[config.mk]
export PLATFORM = sky130hd
export DESIGN_NAME = lru_age_tracker
export DESIGN_NICKNAME = d
export VERILOG_FILES = /design/src/rtl/lru_age_pkg.sv /design/src/rtl/lru_victim_sel.sv /design/src/rtl/lru_age_cell.sv /design/src/rtl/lru_age_tracker.sv
export SDC_FILE = /design/constraint.sdc
export NUM_CORES = 1
export LEC_CHECK = 0
export BUFFER_PORTS_ARGS = -buffer_cell sky130_fd_sc_hd__clkbuf_2
export CORE_MARGIN = 3
export CORE_UTILIZATION = 35
export CTS_BUF_LIST = sky130_fd_sc_hd__clkbuf_8
export DETAILED_ROUTE_END_ITERATION = 10
export PLACE_DENSITY = 0.55
export RECOVER_POWER = 25
export SKIP_CTS_REPAIR_TIMING = 1
export SLEW_MARGIN = 10
export SYNTH_ARGS = -nofsm -noshare
export SYNTH_HDL_FRONTEND = slang
export SYNTH_SLANG_ARGS = --single-unit
[constraint.sdc]
create_clock -name clk -period 1.9 [get_ports clk]
set_input_delay 0.19 -clock clk [delete_from_list [all_inputs] [get_ports clk]]
set_output_delay 0.19 -clock clk [all_outputs]
set_load 0.02 [all_outputs]
[src/rtl/lru_age_pkg.sv]
package lru_age_pkg;
   typedef enum logic [1:0] {
      EVT_IDLE  = 2'b00,
      EVT_HIT   = 2'b01,
      EVT_FILL  = 2'b10,
      EVT_SPARE = 2'b11
   } evt_kind_e;
endpackage

[src/rtl/lru_victim_sel.sv]
module lru_victim_sel #(
   parameter int WAYS  = 4,
   parameter int WAY_W = $clog2(WAYS),
   parameter int AGE_W = $clog2(WAYS)
) (
   input  logic                    clk,
   input  logic                    rst,
   input  logic [WAYS-1:0]         valid_vec,
   input  logic [WAYS*AGE_W-1:0]   age_vec,
   output logic [WAY_W-1:0]        victim,
   output logic                    full
);
   localparam logic [AGE_W-1:0] AGE_MAX = AGE_W'(WAYS - 1);

   logic [WAY_W-1:0] first_free;
   logic [WAY_W-1:0] oldest;

   always_comb begin
      first_free = '0;
      for (int i = WAYS - 1; i >= 0; i--) begin
         if (!valid_vec[i]) first_free = WAY_W'(i);
      end
   end

   always_comb begin
      oldest = '0;
      for (int i = 0; i < WAYS; i++) begin
         if (age_vec[i*AGE_W +: AGE_W] == AGE_MAX) oldest = WAY_W'(i);
      end
   end

   assign full   = &valid_vec;
   assign victim = full ? oldest : first_free;

   // a set with room never picks an occupied way
   assert_victim_empty_R2: assert property (@(posedge clk) disable iff (rst)
      !full |-> !valid_vec[victim]);

   // a full set evicts the oldest way
   assert_full_victim_old_R5: assert property (@(posedge clk) disable iff (rst)
      full |-> (age_vec[victim*AGE_W +: AGE_W] == AGE_MAX));
endmodule

[src/rtl/lru_age_cell.sv]
module lru_age_cell #(
   parameter int AGE_W = 2
) (
   input  logic             clk,
   input  logic             rst,
   input  logic             do_hit,
   input  logic             do_fill,
   input  logic             is_target,
   input  logic [AGE_W-1:0] ref_age,
   output logic             valid_q,
   output logic [AGE_W-1:0] age_q
);
   localparam logic [AGE_W-1:0] AGE_TOP = '1;

   logic             valid_d;
   logic [AGE_W-1:0] age_d;
   logic             bump;

   always_comb begin
      valid_d = valid_q;
      age_d   = age_q;
      bump    = 1'b0;
      if (do_fill) begin
         if (is_target) begin
            valid_d = 1'b1;
            age_d   = '0;
         end else begin
            bump = valid_q;
         end
      end else if (do_hit) begin
         if (is_target) age_d = '0;
         else           bump  = valid_q && (age_q < ref_age);
      end
      if (bump && age_q != AGE_TOP) age_d = age_q + 1'b1;
   end

   always_ff @(posedge clk) begin
      if (rst) begin
         valid_q <= 1'b0;
         age_q   <= '0;
      end else begin
         valid_q <= valid_d;
         age_q   <= age_d;
      end
   end

   // an empty way never ages
   assert_invalid_age_zero_R3: assert property (@(posedge clk) disable iff (rst)
      !valid_q |-> (age_q == '0));

   // a targeted hit clears the age
   assert_hit_clears_R7: assert property (@(posedge clk) disable iff (rst)
      (do_hit && is_target) |=> (age_q == '0));
endmodule

[src/rtl/lru_age_tracker.sv]
module lru_age_tracker #(
   parameter int WAYS  = 4,
   parameter int WAY_W = $clog2(WAYS),
   parameter int AGE_W = $clog2(WAYS)
) (
   input  logic                  clk,
   input  logic                  rst,
   input  logic [1:0]            evt_kind,
   input  logic [WAY_W-1:0]      evt_way,
   output logic [WAY_W-1:0]      victim_way,
   output logic                  set_full,
   output logic [WAYS-1:0]       way_valid,
   output logic [WAYS*AGE_W-1:0] way_ages
);
   import lru_age_pkg::*;

   initial begin
      assert (WAYS >= 2 && (WAYS & (WAYS - 1)) == 0)
         else $error("WAYS must be a power of two of at least 2");
      assert (AGE_W == $clog2(WAYS) && WAY_W == $clog2(WAYS))
         else $error("AGE_W and WAY_W must equal log2(WAYS)");
   end

   logic             do_hit;
   logic             do_fill;
   logic [WAY_W-1:0] target;
   logic [AGE_W-1:0] ref_age;

   assign ref_age = way_ages[evt_way*AGE_W +: AGE_W];
   assign do_hit  = (evt_kind == EVT_HIT) && way_valid[evt_way];
   assign do_fill = (evt_kind == EVT_FILL);
   assign target  = do_fill ? victim_way : evt_way;

   lru_victim_sel #(.WAYS(WAYS), .WAY_W(WAY_W), .AGE_W(AGE_W)) sel_i (
      .clk       (clk),
      .rst       (rst),
      .valid_vec (way_valid),
      .age_vec   (way_ages),
      .victim    (victim_way),
      .full      (set_full)
   );

   for (genvar w = 0; w < WAYS; w++) begin : g_way
      lru_age_cell #(.AGE_W(AGE_W)) cell_i (
         .clk       (clk),
         .rst       (rst),
         .do_hit    (do_hit),
         .do_fill   (do_fill),
         .is_target (target == WAY_W'(w)),
         .ref_age   (ref_age),
         .valid_q   (way_valid[w]),
         .age_q     (way_ages[w*AGE_W +: AGE_W])
      );
   end

   logic age_clash;
   always_comb begin
      age_clash = 1'b0;
      for (int a = 0; a < WAYS; a++) begin
         for (int b = a + 1; b < WAYS; b++) begin
            if (way_valid[a] && way_valid[b] &&
                way_ages[a*AGE_W +: AGE_W] == way_ages[b*AGE_W +: AGE_W])
               age_clash = 1'b1;
         end
      end
   end

   // occupied ways never share an age
   assert_ages_distinct_R10: assert property (@(posedge clk) disable iff (rst)
      !age_clash);

   // a hit on an empty way is illegal and leaves state alone
   assert_hit_invalid_hold_R8: assert property (@(posedge clk) disable iff (rst)
      (evt_kind == EVT_HIT && !way_valid[evt_way]) |=> ($stable(way_valid) && $stable(way_ages)));

   // idle codes leave state alone
   assert_idle_hold_R9: assert property (@(posedge clk) disable iff (rst)
      (evt_kind == EVT_IDLE || evt_kind == EVT_SPARE) |=> ($stable(way_valid) && $stable(way_ages)));

   // a fill always leaves one more or the same number of valid ways, never fewer
   assert_fill_no_loss_R6: assert property (@(posedge clk) disable iff (rst)
      do_fill |=> ($countones(way_valid) >= $countones($past(way_valid))));

   // reset clears every valid bit
   assert_reset_clear_R1: assert property (@(posedge clk)
      $past(rst) |-> (way_valid == '0 && way_ages == '0));
endmodule

# Word-level counts from Yosys, hierarchy flattened
# Cells that the tools add are included.
[op_classes]
n_shift = 1
eq_ne = 12
n_reduce_logical = 19
n_mux = 43
addsub = 4
magnitude_cmp = 5
[op_table]
columns = ["cell", "n"]
rows = [
  ["$mux 2", 24],
  ["$mux 1", 18],
  ["$eq 2x2->1 const B", 6],
  ["$reduce_bool 3->1", 4],
  ["$logic_and 1x1->1", 9],
  ["$add 2x1->2 const B", 4],
  ["$lt 2x2->1", 4],
  ["$ne 2x2->1 const B", 4],
  ["$reduce_and 2->1", 4],
  ["$shiftx 8x4->2", 1],
  ["$eq 2x1->1 const B", 2],
  ["$reduce_and 4->1", 1],
  ["$lt 2x3->1 const B", 1],
  ["$bmux 1 s2", 1],
  ["$logic_not 2->1", 1],
]
[totals]
out_inout_bits = 15
in_bits = 6
word_cells = 92
ff_bits = 12

# Longest topological paths before layout
[depth]
ltp_word = 12
ltp_mapped = 9

# Modules after synthesis
# A second synthesis with hierarchy kept.
[unflattened]
cells_unflattened = 115
hier_area_um2 = 988.4
[modules_own_cells]
columns = ["mod", "n_inst", "cells_per_inst", "seq_area_each_um2", "area_per_inst_um2"]
rows = [
  ["lru_age_cell", 4, 22, 60.1, 185.2],
  ["lru_age_tracker", 1, 17, 0.0, 182.7],
  ["lru_victim_sel", 1, 10, 0.0, 65.1],
]

# Worst setup path before layout
# No wires, ideal clock.
[synth_timing]
path_type = "flip-flop to flip-flop"
startpoint = "reg g_way[2].cell_i.age_q[1]"
endpoint = "reg g_way[2].cell_i.age_q[1]"
setup_time_ns = 0.059
required_time_ns = 1.841
arrival_time_ns = 1.922
path_stages_with_launch = 8
setup_slack_ns = -0.081
path_cell_list = "dfxtp_1 mux4_2 inv_1 ha_1 a2111oi_0 a32oi_2 nor3b_1 a31o_1"
[synth_between]
elab_chain_cells = 11
elab_cells_between_ends = 21
cone_classes = "add/sub: 1; order compare: 1; eq/ne: 3; shift: 1; mux: 12; reduce/logical: 3"
[synth_rtl]
columns = ["element", "line", "text"]
rows = [
  ["start: declaration", "lru_age_cell.sv:11", "output logic [AGE_W-1:0] age_q"],
  ["start signal: assignment", "lru_age_cell.sv:43", "age_q <= age_d;"],
  ["$eq 2x2->1", "lru_victim_sel.sv:28", "if (age_vec[i*AGE_W +: AGE_W] == AGE_MAX) oldest = WAY_W'(i);"],
  ["$mux 2 (2 in a row)", "lru_victim_sel.sv:28", ""],
  ["$mux 2", "lru_victim_sel.sv:33", "assign victim = full ? oldest : first_free;"],
  ["$mux 2", "lru_age_tracker.sv:32", "assign target = do_fill ? victim_way : evt_way;"],
  ["$eq 2x2->1", "lru_age_tracker.sv:49", ".is_target (target == WAY_W'(w)),"],
  ["$mux 1", "lru_age_cell.sv:31", "if (is_target) age_d = '0;"],
  ["$mux 1", "lru_age_cell.sv:30", "end else if (do_hit) begin"],
  ["$mux 1", "lru_age_cell.sv:23", "if (do_fill) begin"],
  ["$logic_and 1x1->1", "lru_age_cell.sv:34", "if (bump && age_q != AGE_TOP) age_d = age_q + 1'b1;"],
  ["$reduce_bool 3->1 (no source line) / $mux 2 (equally long branches)", "-", ""],
]
# Parallel ways exist; a longest one is shown, timed or not. The select of a mux whose other input is x is not followed.
# A chain may end at the register's enable or synchronous reset.

# Final worst setup path
[layout_timing]
startpoint = "reg g_way[3].cell_i.age_q[1]"
endpoint = "reg g_way[2].cell_i.age_q[1]"
[layout_between]
elab_chain_cells = 10
elab_cells_between_ends = 18
cone_classes = "order compare: 1; eq/ne: 2; shift: 1; mux: 11; reduce/logical: 3"
[layout_rtl]
columns = ["element", "line"]
rows = [
  ["start: declaration", "lru_age_cell.sv:11"],
  ["start signal: assignment", "lru_age_cell.sv:43"],
  ["branches (longest 10 deep; another with $lt 2x2->1)", "-"],
]
# Several ways; the timed one is not identified. The select of a mux whose other input is x is not followed.

==> results.sh <==
export IMPL_path_max_fanout=5
export IMPL_outcome="finished, final reports clean"
export IMPL_number_of_global_route_vias_before_repair=965
export IMPL_tightest_slew_ns=0.4912
export IMPL_rows=19
export IMPL_peakVddDrop_mv=0.3360
export IMPL_layout_cells_most_common="sky130_fd_sc_hd__clkbuf_2"
export IMPL_ctsHtreeMaxLevel=1
export IMPL_number_of_synthesized_register_bits=12
export IMPL_dpl_instance_area_um2=1242
export IMPL_static_leakage_power_nw=0.5727
export IMPL_detail_route_antenna_nets=0
export IMPL_ys_flop_type="sky130_fd_sc_hd__dfxtp_1"
export IMPL_drtIter0Drc=49
export IMPL_crit_path_start_kind="register"
export IMPL_mostFrequentLayoutCells="16 x sky130_fd_sc_hd__clkbuf_2, 14 x sky130_fd_sc_hd__nor2_1, 14 x sky130_fd_sc_hd__buf_4"
export IMPL_synthesis_area_per_instance_um2=8.514
export IMPL_post_route_drc_count=0
export IMPL_pin_count_of_the_biggest_net_entering_global_routing=18
export IMPL_overflow=0
export IMPL_clock_sinks=12
export IMPL_netlist_area_um2=1047
export IMPL_setup_violations=0
export IMPL_floorplan_io_pins=21
export IMPL_synth_cell_types=44
export IMPL_n_fill_cell=278
export IMPL_syn_to_final_growth_pct=30.94
export IMPL_timing_setup_critical_path_class="reg2reg"
export IMPL_tritoncts="built"
export IMPL_critPathRequiredTime_ns=2.09
export IMPL_max_slew_margin_rel_pct=66.40
export IMPL_layout_nets=168
export IMPL_rsz0062_at_grt="true"
export IMPL_cp_slowest_stage_delay_ns=0.39
export IMPL_dieHeight_um=60.70
export IMPL_viasPerCell=5.870
export IMPL_first_pass_iters=4
export IMPL_die_width_um=60.70
export IMPL_synth_edff_count=0
export IMPL_whs_ns=0.3818
export IMPL_core_area_um2=2805
export IMPL_routedWlPerCell_um=15.74
export IMPL_synthArstFlopShare_pct=0
export IMPL_timing_critical_path_cells="buf_4 > ha_1 > and4bb_2 > a2bb2oi_1 > nor2_1 > a31oi_1 > a31o_1"
export IMPL_peak_clock_frequency_supported_by_timing_mhz=536.3
export IMPL_master_of_the_slowest_instance_on_the_critical_path="sky130_fd_sc_hd__and4bb_2"
export IMPL_crit_path_end_kind="register"
export IMPL_drt_total_wl_um=2897
export IMPL_synthCells=123
export IMPL_dp_hpwl_um=2268
export IMPL_synth_fp_nets=137
export IMPL_tritoncts_num_buffers=3
export IMPL_clock_path_buffers=2
export IMPL_worst_hold_path_type="in2reg"
export IMPL_max_cap_viol_count=0
export IMPL_initial_utilization_pct=37.33
export IMPL_power_total_mw=0.6446
export IMPL_drive_gt1_share_pct=41.83
export IMPL_port_buffer_count=20
export IMPL_vias=1080
export IMPL_cts_reportedPaths_clkPinSlew_ns=0.06
export IMPL_n_antenna_cell=0
export IMPL_clock_latency_ns=0.25
export IMPL_clk_root_buffer_cell="sky130_fd_sc_hd__clkbuf_8"
export IMPL_clock_skew_final_ns=0.005453
export IMPL_worst_endpoint_arrival_ns=2.05
export IMPL_antenna_violations_before_repair=0
export IMPL_finish_instance_area_um2=1371
export IMPL_power_density_nw_per_um2=470.1
export IMPL_yosys_warnings=0
export IMPL_fin_crit_ns=1.865
export IMPL_fp_dieArea_um2=3684
export IMPL_place_gp_congestion=0.8113
export IMPL_grt_pass1_wl_um=4664
export IMPL_hold_violations=0
export IMPL_final_max_slew_viol_count=0
export IMPL_synth_yosys_seq_area_share_pct=22.94
export IMPL_layout_worst_path_cycle_share_pct=98.15
export IMPL_grt_usage_pct=17.15
==> sequential cells by signal (all words and copies together) (netlist names) <==
| name | cells |
|---|---|
| g_way.cell_i.valid_q | 4 |
| g_way.cell_i.age_q | 8 |
==> cell usage after synthesis (2+ instances only) <==
cell type	instances	area, um^2
sky130_fd_sc_hd__a2111oi_0	3	26.28
sky130_fd_sc_hd__a21oi_1	8	40.04
sky130_fd_sc_hd__a31o_1	2	17.52
sky130_fd_sc_hd__a31o_2	2	17.52
sky130_fd_sc_hd__a31oi_1	2	12.51
sky130_fd_sc_hd__buf_2	2	10.01
sky130_fd_sc_hd__buf_4	4	30.03
sky130_fd_sc_hd__dfxtp_1	12	240.2
sky130_fd_sc_hd__ha_1	8	100.1
sky130_fd_sc_hd__inv_1	8	30.03
sky130_fd_sc_hd__mux2i_1	3	30.03
sky130_fd_sc_hd__mux4_2	2	45.04
sky130_fd_sc_hd__nand2_1	5	18.77
sky130_fd_sc_hd__nand2b_1	3	18.77
sky130_fd_sc_hd__nand4b_1	2	17.52
sky130_fd_sc_hd__nor2_1	14	52.55
sky130_fd_sc_hd__nor2b_1	6	37.54
sky130_fd_sc_hd__nor3_1	3	15.01
sky130_fd_sc_hd__nor3b_1	2	15.01
sky130_fd_sc_hd__nor4bb_1	2	20.02
sky130_fd_sc_hd__o21ai_0	4	20.02
sky130_fd_sc_hd__o2bb2ai_1	2	17.52
sky130_fd_sc_hd__o311ai_0	2	17.52
sky130_fd_sc_hd__or2_2	2	12.51
==> worst max-delay path, delay by kind of cell (launching register included) <==
kind,cells,cell delay (ns)
AOI/OAI and AO/OA,3,0.70
and+or+nand+nor,2,0.47
DFF,1,0.31
adders and majority gates,1,0.19
buffers and inverters,1,0.14
==> logic make-up after synthesis <==
group,after synthesis,synth area share (%)
buf+inv,16,8.124
mux,6,8.243
compound gates,36,26.29
simple gates,45,24.85
flops,12,22.94
fa+ha+maj,8,9.558
==> power by group <==
group / internal (mW) / switching (mW)
Clock: 0.184 / 0.104
Sequential: 0.255 / 0.00303
Combinational: 0.0375 / 0.0619
Total: 0.476 / 0.169
==> area by class of cell <==
type | count | area [um^2] | area share, %
inverter | 8 | 32.53 | 2.372
sequential | 12 | 245.2 | 17.88
multi-input combinational | 95 | 799.5 | 58.30
timing repair buffer | 34 | 200.2 | 14.60
tap | 31 | 38.79 | 2.828
clock buffer | 4 | 55.05 | 4.015
==> metrics by stage <==
| stage | setup WS (ns) | instances | util (%) | setup TNS [ns] |
|---|---|---|---|---|
| global placement | -0.02565 | 180 | 44.29 | -0.02875 |
| floorplan | 0.03678 | 123 | - | 0 |
| detailed placement | -0.07589 | 180 | 44.29 | -0.1151 |
| finish | 0.03522 | 184 | 48.88 | 0 |
| global route | -0.06462 | 184 | 48.88 | -0.2094 |
| CTS | -0.04328 | 184 | 46.25 | -0.06355 |
==> per-layer routing <==
layer,GRT usage (%),vias up,share of wire (%)
met1,24.94,508,48
met4,5.573,0,2.1
met5,0,-,0
met3,3.191,8,5.1
met2,25.50,38,45
li1,-,526,-
==> final timing paths <==
check | start | endpoint | slack, ns | depth (start not counted)
worst max-delay path | g_way[3].cell_i.age_q[1] | g_way[2].cell_i.age_q[1] | 0.04 | 7
worst min-delay path | rst | g_way[1].cell_i.valid_q | 0.38 | 2
worst max register to register | g_way[3].cell_i.age_q[1] | g_way[2].cell_i.age_q[1] | 0.04 | 7
worst min register to register | g_way[3].cell_i.valid_q | g_way[3].cell_i.valid_q | 0.58 | 2
Power figures use the tool's default switching activity.
